==> config.mk <==
export PLATFORM = sky130hd
export DESIGN_NAME = cfg_dispatch
export DESIGN_NICKNAME = d
export VERILOG_FILES = /design/src/rtl/cfg_dispatch.sv
export SDC_FILE = /design/constraint.sdc
export NUM_CORES = 1
export LEC_CHECK = 0
export ABC_CLOCK_PERIOD_IN_PS = 4000
export CORE_MARGIN = 4
export CORE_UTILIZATION = 66
export DETAILED_ROUTE_END_ITERATION = 16
export DONT_BUFFER_PORTS = 1
export HOLD_SLACK_MARGIN = 0.08
export PLACE_DENSITY = 0.91
export SLEW_MARGIN = 10
export SYNTH_ARGS = -nofsm -noshare
export SYNTH_HDL_FRONTEND = slang
export SYNTH_SLANG_ARGS = --single-unit
export TNS_END_PERCENT = 10
==> constraint.sdc <==
create_clock -name clk -period 4 [get_ports clk]
set_clock_uncertainty 0.15 [all_clocks]
set_input_delay 0.8 -clock clk [delete_from_list [all_inputs] [get_ports clk]]
set_output_delay 0.8 -clock clk [all_outputs]
set_load 0.01 [all_outputs]
==> src/rtl/cfg_dispatch.sv <==
module cfg_dispatch #(
  parameter int ADDR_W      = 4,
  parameter int OFF_DATA    = 0,
  parameter int OFF_CTRL    = 4,
  parameter int OFF_STAT    = 8,
  parameter int FN_SHUTDOWN = 8,
  parameter int FN_REBOOT   = 9
) (
  input  logic              clk,
  input  logic              rst_n,
  input  logic [ADDR_W-1:0] bus_addr,
  input  logic              bus_wr,
  input  logic [31:0]       bus_wdata,
  output logic [31:0]       bus_rdata,
  output logic              shutdown_req,
  output logic              reboot_req
);
  localparam logic [31:0]       CTRL_KEEP = 32'h7FF3_FFFF;
  localparam logic [ADDR_W-1:0] A_DATA    = ADDR_W'(OFF_DATA);
  localparam logic [ADDR_W-1:0] A_CTRL    = ADDR_W'(OFF_CTRL);
  localparam logic [ADDR_W-1:0] A_STAT    = ADDR_W'(OFF_STAT);
  localparam logic [5:0]        F_SHUT    = 6'(FN_SHUTDOWN);
  localparam logic [5:0]        F_BOOT    = 6'(FN_REBOOT);

  logic [31:0] data_q, ctrl_q;
  logic [1:0]  stat_q;
  logic        shut_q, boot_q;

  wire sel_data = bus_addr == A_DATA;
  wire sel_ctrl = bus_addr == A_CTRL;
  wire launch   = bus_wr && sel_ctrl && bus_wdata[31];

  wire        c_wr   = bus_wdata[30];
  wire [3:0]  c_dcc  = bus_wdata[29:26];
  wire [5:0]  c_fn   = bus_wdata[25:20];
  wire [1:0]  c_site = bus_wdata[17:16];
  wire [3:0]  c_pos  = bus_wdata[15:12];
  wire [11:0] c_dev  = bus_wdata[11:0];

  wire fields_ok = (c_dcc == '0) && (c_pos == '0) && (c_site <= 2'd1);
  wire mb_dev0   = (c_site == 2'd0) && (c_dev == '0);
  wire cmd_ok    = c_wr && fields_ok && mb_dev0;
  wire do_shut   = launch && cmd_ok && (c_fn == F_SHUT);
  wire do_boot   = launch && cmd_ok && (c_fn == F_BOOT);

  always_ff @(posedge clk or negedge rst_n) begin
    if (!rst_n) begin
      data_q <= '0;
      ctrl_q <= '0;
      stat_q <= '0;
      shut_q <= 1'b0;
      boot_q <= 1'b0;
    end else begin
      if (bus_wr && sel_data) data_q <= bus_wdata;
      if (bus_wr && sel_ctrl) ctrl_q <= bus_wdata & CTRL_KEEP;
      if (launch) stat_q <= {~(do_shut | do_boot), 1'b1};
      shut_q <= do_shut;
      boot_q <= do_boot;
    end
  end

  always_comb begin
    case (bus_addr)
      A_DATA:  bus_rdata = data_q;
      A_CTRL:  bus_rdata = ctrl_q;
      A_STAT:  bus_rdata = {30'd0, stat_q};
      default: bus_rdata = '0;
    endcase
  end

  assign shutdown_req = shut_q;
  assign reboot_req   = boot_q;

  AST_LAUNCH_DONE: assert property (@(posedge clk) disable iff (!rst_n)
    launch |=> stat_q[0]);
  AST_STAT_HOLD: assert property (@(posedge clk) disable iff (!rst_n)
    !launch |=> $stable(stat_q));
  AST_REJECT_DCC: assert property (@(posedge clk) disable iff (!rst_n)
    (launch && bus_wdata[29:26] != 4'd0) |=> (stat_q == 2'b11 && !shutdown_req && !reboot_req));
  AST_SHUT_CAUSE: assert property (@(posedge clk) disable iff (!rst_n)
    shutdown_req |-> ($past(launch) && stat_q == 2'b01));
  AST_BOOT_CAUSE: assert property (@(posedge clk) disable iff (!rst_n)
    reboot_req |-> ($past(launch) && stat_q == 2'b01));
  AST_READ_NO_REQ: assert property (@(posedge clk) disable iff (!rst_n)
    (launch && !bus_wdata[30]) |=> (!shutdown_req && !reboot_req && stat_q == 2'b11));
  AST_REQ_EXCL: assert property (@(posedge clk) disable iff (!rst_n)
    !(shutdown_req && reboot_req));
  AST_CTRL_NO_START: assert property (@(posedge clk) disable iff (!rst_n)
    (bus_wr && sel_ctrl) |=> (ctrl_q[31] == 1'b0 && ctrl_q[19:18] == 2'b00));
endmodule

==> flow_metrics.py <==
metrics = {
    "outcome": {
        "status": "finished clean",
    },
    "cts": {
        "clk-insertion-delay-late_ns": 0.31,
        "cts.sinks": 65,
        "cts_tree": "yes",
        "cts_buffers": 9,
        "clk_pin_slew_ns": 0.07,
        "ctsHtreeMaxLevel": 3,
        "root_buffer": "clkbuf_8",
        "cts.path.max_buffers": 2,
        "cts_setup_buffers": 0,
    },
    "floorplan": {
        "dieWidth_um": 74.2,
        "fp-row-count": 23,
        "coreArea_um2": 4120,
        "initial_core_util": 0.702,
        "dieArea_um2": 5500,
        "fp.dieH_um": 74.2,
        "io_pins": 73,
    },
    "setup_path": {
        "crit_path_start_kind": "input port",
        "crit_path_end_kind": "output port",
        "critPathKind": "input port to output port",
        "path_max_fanout": 30,
        "crit_required_ns": 3.05,
        "crit_arrival_ns": 1.69,
    },
    "synthesis": {
        "ys_seq_elements": 65,
        "avgSynthCellArea_um2": 14.9,
        "yosys.area.top_type": "dfrtp_1",
        "syn_inst": 194,
        "ys_types": 22,
        "syn_area_um2": 2890,
        "yosysSeqAreaShare": 0.563,
        "synth_fp_nets": 233,
        "synth_area_leaders": "dfrtp_1, mux2_2, a22o_1, mux2_4, buf_2",
        "netlist.area_leader.share": 0.563,
        "ys_warn_count": 0,
    },
    "global_route": {
        "grt_start_max_net_pins": 66,
        "grt_first_pass_wirelength_um": 9180,
        "antenna_found_initial": 0,
        "grt_pass1_vias": 1824,
        "grt_use_total": 0.225,
        "grt-ovfl-total": 0,
    },
    "pwr": {
        "ir_worst_vdd_mv": 0.341,
        "power_uw": 1630,
        "pwr-share-clk": 0.318,
        "seqPwrFrac": 0.545,
        "p_int_uw": 1240,
        "p_sw_uw": 385,
        "pwr_density_cell_nw_per_um2": 519,
        "p_leak_uw": 0.00143,
        "p_comb_frac": 0.137,
        "netSwitchingFraction": 0.236,
    },
    "timing": {
        "layout_min_cycle_time_ns": 2.64,
        "rsz0062_at_grt": "false",
        "relSlewSlack": 0.540,
        "hold_viol_final": 0,
        "tightest_slew_ns": 0.688,
        "setup_viol": 0,
        "fin_setup_tns_ns": 0,
        "post-route-period-util": 0.661,
        "slew_violations": 0,
        "clock.fmax_ghz": 0.378,
    },
    "final_layout": {
        "layout_common_cells": "dfrtp_1, mux2_2, a22o_1, clkbuf_8, mux2_4",
        "final_common_cell": "dfrtp_1",
        "final_cells": 253,
        "drive_gt1_frac": 0.414,
        "num-fill-cells": 252,
        "area_delta_synth_final_pct": 8.45,
        "antennaDiodeCount": 0,
        "final_nets": 237,
        "fin_util": 0.761,
    },
    "drt": {
        "num_vias": 1660,
        "wl_per_cell_um": 22.9,
        "ant_nets": 0,
        "viasPerCell": 6.56,
        "routed_wl_um": 5800,
        "dr.pass1.iters": 4,
        "drc": 0,
        "drt-initial-drc-count": 116,
    },
    "placement": {
        "placed_cells": 236,
        "detailed_place_hpwl_um": 3990,
        "port-buffer-count": 0,
        "gp_routability_congestion": 0.767,
    },
    "worst_hold_path": {
        "min_path_type": "input port to asynchronous set/reset pin",
    },
    "job": {
        "cap_violations": 0,
    },
}
## Yosys cell counts
cell type / n
nor4_1: 5
and2_1: 3
a22o_1: 27
nand2_1: 2
mux2_4: 10
a31oi_1: 2
mux2i_1: 2
dfrtp_1: 65
nor4b_1: 2
buf_6: 2
nor2b_1: 1
nor4b_4: 1
buf_2: 7
and4_1: 2
mux2_2: 51
and4b_1: 1
clkbuf_1: 3
nor4_4: 1
and3_1: 2
or2_2: 1
nor3_1: 2
a2bb2oi_1: 2
## state kept, by name (all words and copies together), names as in the netlist
register      count
shutdown_req      1
reboot_req        1
stat_q            2
data_q           32
ctrl_q           29
## final timing paths
path / start / end / slack (ns) / cells past startpoint
setup / recovery: bus_addr[3] / bus_rdata[22] / 1.36 / 3
hold / removal: rst_n / ctrl_q[27] / 0.19 / 1
setup reg to reg: stat_q[0] / stat_q[0] / 3.04 / 1
hold reg to reg: stat_q[0] / stat_q[0] / 0.35 / 1
max in group asynchronous: rst_n / ctrl_q[7] / 3.24 / 1
min in group clk: stat_q[0] / stat_q[0] / 0.35 / 1
## critical path, cell delays in order
cell	delay [ns]
nor4b_4	0.26
buf_4	0.35
a22o_1	0.26
## cell families (layout without fill, tap and decap cells)
group,count (synthesis),after routing,share of synthesized area
buffers and inverters,12,21,0.0238
multiplexers,63,63,0.258
AND/OR/NAND/NOR,23,23,0.0632
flip-flops,65,65,0.563
AO/OA/AOI/OAI,31,31,0.0922
## power by group through the flow
stage	registers, uW	clock network, uW	logic [uW]
after CTS	883	530	227
final	886	517	223
after global routing	900	560	246
after global placement	881	0	197
after detailed placement	896	0	211
after floorplan	868	0	186
## routing by layer
layer,routed length (um),GRT usage
met4,106,0.0825
met1,2330,0.262
met5,0,0
met3,444,0.0824
met2,2920,0.381
## final cells by class
class | instances | area, um2 | area share
flip-flops and latches | 65 | 1630 | 0.519
multi-input cells | 117 | 1190 | 0.381
clock buffers | 14 | 183 | 0.0583
well taps | 50 | 62.6 | 0.0200
repair buffers | 5 | 57.6 | 0.0184
clock inverters | 2 | 10.0 | 0.00319
## per-stage QoR
step | worst slack [ns] | hold slack, ns | area, um2
after floorplan | 1.38 | 0.291 | 2890
after CTS | 1.36 | 0.200 | 3130
after global placement | 1.22 | 0.310 | 2910
final | 1.36 | 0.187 | 3130
after global routing | 1.31 | 0.203 | 3130
after detailed placement | 1.12 | 0.341 | 2910
## timing repair
action / in CTS / in global routing
setup endpoints to repair: 0 / 0
hold endpoints to repair: 65 / 0
hold buffers: 1 / 0
gates resized for setup: 0 / 0
Note: power is estimated with default switching activity, not from simulation.
